File: src/rtl/pai_pkg.sv
package pai_pkg;

  typedef enum logic [1:0] {
    ST_IDLE = 2'd0,
    ST_WIN  = 2'd1,
    ST_DEAD = 2'd2
  } pai_state_e;

  // Sign bit + sample magnitude + growth for the longest finite window.
  function automatic int acc_width(int sample_w, int len_w);
    return sample_w + 1 + len_w;
  endfunction

endpackage

File: src/rtl/pai_baseline.sv
module pai_baseline #(
  parameter int SAMPLE_W = 10,
  parameter int BL_SHIFT = 4
) (
  input  logic                clk,
  input  logic                rst_n,
  input  logic                upd_en,
  input  logic [SAMPLE_W-1:0] sample,
  output logic [SAMPLE_W-1:0] base
);
  localparam int FW = SAMPLE_W + BL_SHIFT;

  logic [FW-1:0] bl_q;

  // Exponential average: add the new sample, remove one averaged sample.
  function automatic logic [FW-1:0] bl_next(logic [FW-1:0] cur,
                                            logic [SAMPLE_W-1:0] s);
    logic [FW-1:0] drop;
    drop = cur >> BL_SHIFT;
    return cur + FW'(s) - drop;
  endfunction

  assign base = bl_q[FW-1:BL_SHIFT];

  always_ff @(posedge clk) begin
    if (!rst_n)      bl_q <= '0;
    else if (upd_en) bl_q <= bl_next(bl_q, sample);
  end

endmodule

File: src/rtl/pai_window_ctrl.sv
module pai_window_ctrl
  import pai_pkg::*;
#(
  parameter int LEN_W  = 8,
  parameter int DEAD_W = 8
) (
  input  logic              clk,
  input  logic              rst_n,
  input  logic              hit,
  input  logic              stop,
  input  logic [LEN_W-1:0]  win_len,
  input  logic [DEAD_W-1:0] dead_len,
  output logic              start_evt,
  output logic              in_win,
  output logic              last_evt,
  output logic              pile_evt,
  output logic              open_eff,
  output logic              busy,
  output logic              bl_upd
);
  pai_state_e        state_q;
  logic [LEN_W-1:0]  cnt_q;
  logic [LEN_W-1:0]  len_q;
  logic              open_q;
  logic [DEAD_W-1:0] dcnt_q;

  logic [LEN_W-1:0]  len_eff;
  logic [LEN_W-1:0]  cnt_eff;
  logic [LEN_W:0]    taken;
  logic              idle;

  function automatic logic window_done(logic open_m, logic stp,
                                       logic [LEN_W:0] n_taken,
                                       logic [LEN_W-1:0] n_len);
    if (open_m) return stp;
    return n_taken == {1'b0, n_len};
  endfunction

  always_comb begin
    idle      = (state_q == ST_IDLE);
    start_evt = idle & hit;
    in_win    = start_evt | (state_q == ST_WIN);
    pile_evt  = (state_q == ST_WIN) & hit;
    len_eff   = start_evt ? win_len : len_q;
    open_eff  = start_evt ? (win_len == '0) : open_q;
    cnt_eff   = start_evt ? '0 : cnt_q;
    taken     = {1'b0, cnt_eff} + (LEN_W+1)'(1);
    last_evt  = in_win & window_done(open_eff, stop, taken, len_eff);
    busy      = !idle;
    bl_upd    = idle & !hit;
  end

  always_ff @(posedge clk) begin
    if (!rst_n) begin
      state_q <= ST_IDLE;
      cnt_q   <= '0;
      len_q   <= '0;
      open_q  <= 1'b0;
      dcnt_q  <= '0;
    end else begin
      if (start_evt) begin
        len_q  <= win_len;
        open_q <= (win_len == '0);
      end
      if (in_win) begin
        cnt_q <= taken[LEN_W-1:0];
        if (last_evt) begin
          if (dead_len == '0) begin
            state_q <= ST_IDLE;
          end else begin
            state_q <= ST_DEAD;
            dcnt_q  <= dead_len;
          end
        end else begin
          state_q <= ST_WIN;
        end
      end else if (state_q == ST_DEAD) begin
        if (dcnt_q == DEAD_W'(1)) state_q <= ST_IDLE;
        else                      dcnt_q  <= dcnt_q - DEAD_W'(1);
      end
    end
  end

endmodule

File: src/rtl/pai_accum.sv
module pai_accum #(
  parameter int SAMPLE_W = 10,
  parameter int ACC_W    = 19
) (
  input  logic                    clk,
  input  logic                    rst_n,
  input  logic [SAMPLE_W-1:0]     sample,
  input  logic [SAMPLE_W-1:0]     base,
  input  logic                    in_win,
  input  logic                    start_evt,
  input  logic                    last_evt,
  input  logic                    open_eff,
  input  logic                    pile_evt,
  output logic                    res_valid,
  output logic signed [ACC_W-1:0] res_sum,
  output logic                    res_pile
);
  localparam logic signed [ACC_W-1:0] ACC_MAX = {1'b0, {(ACC_W-1){1'b1}}};
  localparam logic signed [ACC_W-1:0] ACC_MIN = {1'b1, {(ACC_W-1){1'b0}}};

  logic signed [ACC_W-1:0]  acc_q;
  logic                     pile_q;
  logic signed [SAMPLE_W:0] diff;
  logic signed [ACC_W-1:0]  acc_base;
  logic signed [ACC_W-1:0]  acc_nxt;
  logic                     pile_nxt;

  // One extra bit catches overflow; clip to the rails only when asked.
  function automatic logic signed [ACC_W-1:0] add_clip(
      logic signed [ACC_W-1:0] a, logic signed [SAMPLE_W:0] d, logic clip);
    logic [ACC_W:0] w;
    w = {a[ACC_W-1], a} + {{(ACC_W-SAMPLE_W){d[SAMPLE_W]}}, d};
    if (clip && (w[ACC_W] != w[ACC_W-1]))
      return w[ACC_W] ? ACC_MIN : ACC_MAX;
    return w[ACC_W-1:0];
  endfunction

  always_comb begin
    diff     = $signed({1'b0, sample}) - $signed({1'b0, base});
    acc_base = start_evt ? '0 : acc_q;
    acc_nxt  = add_clip(acc_base, diff, open_eff);
    pile_nxt = start_evt ? 1'b0 : (pile_q | pile_evt);
  end

  always_ff @(posedge clk) begin
    if (!rst_n) begin
      acc_q     <= '0;
      pile_q    <= 1'b0;
      res_valid <= 1'b0;
      res_sum   <= '0;
      res_pile  <= 1'b0;
    end else begin
      res_valid <= last_evt;
      if (in_win) begin
        acc_q  <= acc_nxt;
        pile_q <= pile_nxt;
      end
      if (last_evt) begin
        res_sum  <= acc_nxt;
        res_pile <= pile_nxt;
      end
    end
  end

endmodule

File: src/rtl/pulse_area_integrator.sv
module pulse_area_integrator #(
  parameter  int SAMPLE_W = 10,
  parameter  int LEN_W    = 8,
  parameter  int DEAD_W   = 8,
  parameter  int BL_SHIFT = 4,
  localparam int ACC_W    = pai_pkg::acc_width(SAMPLE_W, LEN_W)
) (
  input  logic                    clk,
  input  logic                    rst_n,
  input  logic [SAMPLE_W-1:0]     sample,
  input  logic                    hit,
  input  logic                    stop,
  input  logic [LEN_W-1:0]        win_len,
  input  logic [DEAD_W-1:0]       dead_len,
  output logic                    res_valid,
  output logic signed [ACC_W-1:0] res_sum,
  output logic                    res_pile,
  output logic                    busy
);
  logic [SAMPLE_W-1:0] base_w;
  logic start_evt, in_win, last_evt, pile_evt, open_eff, bl_upd;

  pai_baseline #(.SAMPLE_W(SAMPLE_W), .BL_SHIFT(BL_SHIFT)) u_base (
    .clk(clk), .rst_n(rst_n), .upd_en(bl_upd), .sample(sample), .base(base_w)
  );

  pai_window_ctrl #(.LEN_W(LEN_W), .DEAD_W(DEAD_W)) u_ctrl (
    .clk(clk), .rst_n(rst_n), .hit(hit), .stop(stop),
    .win_len(win_len), .dead_len(dead_len),
    .start_evt(start_evt), .in_win(in_win), .last_evt(last_evt),
    .pile_evt(pile_evt), .open_eff(open_eff), .busy(busy), .bl_upd(bl_upd)
  );

  pai_accum #(.SAMPLE_W(SAMPLE_W), .ACC_W(ACC_W)) u_acc (
    .clk(clk), .rst_n(rst_n), .sample(sample), .base(base_w),
    .in_win(in_win), .start_evt(start_evt), .last_evt(last_evt),
    .open_eff(open_eff), .pile_evt(pile_evt),
    .res_valid(res_valid), .res_sum(res_sum), .res_pile(res_pile)
  );

endmodule

File: config.mk
export PLATFORM = sky130hd
export DESIGN_NAME = pulse_area_integrator
export DESIGN_NICKNAME = d
export VERILOG_FILES = /design/src/rtl/pai_pkg.sv /design/src/rtl/pai_baseline.sv /design/src/rtl/pai_window_ctrl.sv /design/src/rtl/pai_accum.sv /design/src/rtl/pulse_area_integrator.sv
export SDC_FILE = /design/constraint.sdc
export NUM_CORES = 1
export LEC_CHECK = 0
export ABC_AREA = 1
export BUFFER_PORTS_ARGS = -buffer_cell sky130_fd_sc_hd__buf_2
export CAP_MARGIN = 5
export CORE_MARGIN = 2
export CORE_UTILIZATION = 49
export DETAILED_ROUTE_END_ITERATION = 10
export GPL_TIMING_DRIVEN = 0
export PLACE_DENSITY = 0.65
export REMOVE_ABC_BUFFERS = 1
export SYNTH_ARGS = -nofsm -noshare
export SYNTH_HDL_FRONTEND = slang
export SYNTH_SLANG_ARGS = --single-unit
File: constraint.sdc
create_clock -name clk -period 4.34 [get_ports clk]
set_input_delay 0.217 -clock clk [delete_from_list [all_inputs] [get_ports clk]]
set_output_delay 0.217 -clock clk [all_outputs]
set_load 0.02 [all_outputs]
==> impl_metrics.xml <==
<?xml version="1.0" encoding="UTF-8"?>
<metrics>
  <group name="detailed_routing">
    <metric name="post_drt_antenna_nets" unit="">0</metric>
    <metric name="detailedRoute.firstIterationViolations" unit="">339</metric>
    <metric name="routedWlPerCell" unit="um">11.8</metric>
    <metric name="drt-vias-per-instance" unit="">4.93</metric>
    <metric name="drc_errors" unit="">0</metric>
    <metric name="totalWireLength" unit="um">14200</metric>
    <metric name="via_count" unit="">5915</metric>
    <metric name="drt-pass1-iter-count" unit="">5</metric>
  </group>
  <group name="power">
    <metric name="pwr_density_cell" unit="nW/um2">575</metric>
    <metric name="power.leakage" unit="nW">3.89</metric>
    <metric name="peakVddDrop" unit="uV">296</metric>
  </group>
  <group name="cts">
    <metric name="clk_buf_depth" unit="">2</metric>
    <metric name="htree_levels" unit="">3</metric>
    <metric name="insertion_delay" unit="ps">350</metric>
    <metric name="cts_root_buffer" unit="">sky130_fd_sc_hd__clkbuf_16</metric>
    <metric name="clkTransAtPathRegs" unit="ps">70</metric>
    <metric name="clock_sink_count" unit="">82</metric>
    <metric name="tritoncts_buffers" unit="">9</metric>
    <metric name="tritoncts" unit="">yes</metric>
  </group>
  <group name="timing">
    <metric name="final.min_clock_period" unit="ps">3980</metric>
    <metric name="maxSlewViolCount" unit="">0</metric>
    <metric name="worstMarginPinSlew" unit="ps">926</metric>
    <metric name="final.hold.worst_slack" unit="ps">240</metric>
    <metric name="fin_skew" unit="ps">8.78</metric>
    <metric name="final_hold_viol_count" unit="">0</metric>
    <metric name="max_freq" unit="MHz">251</metric>
    <metric name="min_period_over_period" unit="%">91.6</metric>
    <metric name="setup_viol" unit="">0</metric>
    <metric name="slew_headroom" unit="%">38.2</metric>
  </group>
  <group name="synthesis">
    <metric name="netlist_top_cells_area" unit="">sky130_fd_sc_hd__dfxtp_1 26%, sky130_fd_sc_hd__nand2_1 13%, sky130_fd_sc_hd__inv_1 11%</metric>
    <metric name="synth_cell_types" unit="">42</metric>
    <metric name="post_synth_instance_area" unit="um2">6290</metric>
    <metric name="yosys.area.top_type" unit="">sky130_fd_sc_hd__dfxtp_1</metric>
    <metric name="ys_dominant_reg_cell" unit="">sky130_fd_sc_hd__dfxtp_1</metric>
    <metric name="netlist.area_leader.share" unit="%">26.1</metric>
    <metric name="synth_warnings" unit="">0</metric>
    <metric name="synthCells" unit="">982</metric>
    <metric name="ys_seq_elements" unit="">82</metric>
    <metric name="seq_area_frac_synth" unit="%">26.1</metric>
    <metric name="number_of_enable_type_register_cells_in_the_synthesized_netlist" unit="">0</metric>
    <metric name="syn-mean-instance-area" unit="um2">6.41</metric>
    <metric name="async_flop_share" unit="%">0</metric>
  </group>
  <group name="die">
    <metric name="die_h" unit="um">117</metric>
    <metric name="design.core.area" unit="um2">12600</metric>
    <metric name="pin_count" unit="">52</metric>
    <metric name="initial_utilization" unit="%">50.0</metric>
    <metric name="die_x_extent" unit="um">117</metric>
    <metric name="row_count" unit="">41</metric>
    <metric name="die_area" unit="um2">13800</metric>
  </group>
  <group name="layout">
    <metric name="antenna-diode-count" unit="">0</metric>
    <metric name="finalCoreUtilization" unit="%">56.8</metric>
    <metric name="finalNetCount" unit="">1111</metric>
    <metric name="layoutNonFillerInstCount" unit="">1200</metric>
    <metric name="most-common-layout-cells" unit="">210 x sky130_fd_sc_hd__nand2_1, 179 x sky130_fd_sc_hd__inv_1, 114 x sky130_fd_sc_hd__nor2_1</metric>
    <metric name="layout_commonest_cell" unit="">sky130_fd_sc_hd__nand2_1</metric>
    <metric name="fillCellCount" unit="">1306</metric>
    <metric name="syn2layout_area_growth" unit="%">13.6</metric>
    <metric name="layout-drive-gt1-share" unit="%">9.82</metric>
  </group>
  <group name="global_route">
    <metric name="grt.overflow.total" unit="">0</metric>
    <metric name="gr-usage-all-layers" unit="%">21.2</metric>
    <metric name="antenna_found_initial" unit="">0</metric>
    <metric name="grt_start_max_net_pins" unit="">45</metric>
    <metric name="first_global_vias" unit="">5083</metric>
    <metric name="wire_length_of_the_first_global_routing_pass" unit="um">23200</metric>
  </group>
  <group name="worst_setup_path">
    <metric name="cp-end-kind" unit="">register</metric>
    <metric name="crit_required" unit="ps">4580</metric>
    <metric name="timing.critical_path.fanout_max" unit="">11</metric>
    <metric name="max_stage_delay" unit="ps">390</metric>
    <metric name="critical_path.slowest_cell" unit="">sky130_fd_sc_hd__fa_1</metric>
    <metric name="criticalPathCategory" unit="">register to register</metric>
    <metric name="critical_path.startpoint_type" unit="">register</metric>
    <metric name="worst-r2r-setup-slack" unit="ps">360</metric>
    <metric name="crit_path_frequent_cell" unit="">sky130_fd_sc_hd__nand2_1</metric>
    <metric name="worstPathArrival" unit="ps">4220</metric>
  </group>
  <group name="worst_hold_path">
    <metric name="min_path_type" unit="">input port to register</metric>
  </group>
  <group name="status">
    <metric name="result_of_the_run" unit="">finished, final reports clean</metric>
  </group>
  <group name="flow_run">
    <metric name="max-cap-violations" unit="">0</metric>
  </group>
  <group name="placement">
    <metric name="port_buffers" unit="">51</metric>
    <metric name="place_congestion" unit="">0.889</metric>
    <metric name="dpl.cell_count" unit="">1178</metric>
    <metric name="detailedPlacementHpwl" unit="um">10200</metric>
  </group>
</metrics>
## layer usage
layer	vias up	GRT usage, %	wire length [um]
met4	0	6.98	220
met3	15	3.19	555
met2	99	34.6	6320
met5	-	0	0
li1	3182	-	-
met1	2619	28.9	7130
## cell families (layout without fill, tap and decap cells)
logic type               count (synthesis)  count (layout)  synth area share (%)
adder cells (fa/ha/maj)                 58              58                  13.0
flip-flops                              82              82                  26.1
AO/OA/AOI/OAI                          178             178                  14.9
XOR/XNOR                                35              35                  4.87
AND/OR/NAND/NOR                        420             421                  28.1
buffers and inverters                  209             254                  13.0
## worst max-delay path, delay by kind of cell (launching register included)
family          cells  cell delay (ps)
flops               1              380
simple gates       13             1220
compound gates      6              930
buf+inv             5              470
fa+ha+maj           3              860
## stage by stage
stage / total power (W) / instance area [um2] / worst slack [ps] / setup TNS (ps)
4_1_cts: 0.00406 / 7000 / 34.4 / 0
2_1_floorplan: 0.00278 / 6150 / 344 / 0
3_3_place_gp: 0.00320 / 6620 / -1350 / -43580
3_5_place_dp: 0.00322 / 6670 / -654 / -20870
6_report: 0.00411 / 7140 / 364 / 0
5_1_grt: 0.00453 / 7140 / -17.6 / -50.3
## cell type report
type                            count  area, um2  share of cell area, %
Clock buffer                       10        239                   3.35
Clock inverter                      6       66.3                  0.928
Inverter                          180        676                   9.46
Multi-Input combinational cell    692       3930                   55.0
Sequential cell                    82       1640                   23.0
Tap cell                          172        215                   3.01
Timing Repair Buffer               58        378                   5.29
## state kept, by name, summed over array words and instances (netlist names)
register	count
u_ctrl.len_q	8
u_acc.res_pile	1
u_ctrl.cnt_q	8
u_base.bl_q	14
u_acc.acc_q	19
u_acc.res_sum	19
u_ctrl.dcnt_q	8
u_acc.res_valid	1
u_ctrl.open_q	1
u_ctrl.state_q	2
u_acc.pile_q	1
## what timing repair did
item                                    4_1_cts  5_1_grt
hold buffers                                  0        0
endpoints found under the setup margin       37       38
hold endpoints to repair                      0        0
cloned                                        0        1
buffers inserted                              0        4
resized for setup                             5       18
pin swaps                                     0        2
## synthesized netlist by cell type (7+ instances only)
master                       n
sky130_fd_sc_hd__a21oi_1    90
sky130_fd_sc_hd__clkbuf_1   20
sky130_fd_sc_hd__dfxtp_1    82
sky130_fd_sc_hd__fa_1       12
sky130_fd_sc_hd__ha_1       46
sky130_fd_sc_hd__inv_1     179
sky130_fd_sc_hd__nand2_1   213
sky130_fd_sc_hd__nand3_1    49
sky130_fd_sc_hd__nand3b_1    9
sky130_fd_sc_hd__nand4_1     8
sky130_fd_sc_hd__nor2_1    116
sky130_fd_sc_hd__nor3_1      7
sky130_fd_sc_hd__o21ai_0    69
sky130_fd_sc_hd__xnor2_1    10
sky130_fd_sc_hd__xor2_1     25
## report_power, final
group          leakage (nW)  switching, W  internal (W)
Sequential            0.675     0.0000607      0.000881
Combinational          3.06       0.00147      0.000908
Clock                 0.152      0.000330      0.000462
Total                  3.89       0.00186       0.00225
## worst paths after layout
path / startpoint / endpoint / cells past startpoint
min reg2reg: u_base.bl_q[0] / u_base.bl_q[0] / 2
max reg2reg: u_base.bl_q[4] / u_acc.acc_q[9] / 27
min: dead_len[4] / u_ctrl.dcnt_q[4] / 5
max: u_base.bl_q[4] / u_acc.acc_q[9] / 27
Note: power is estimated with default switching activity, not from simulation.
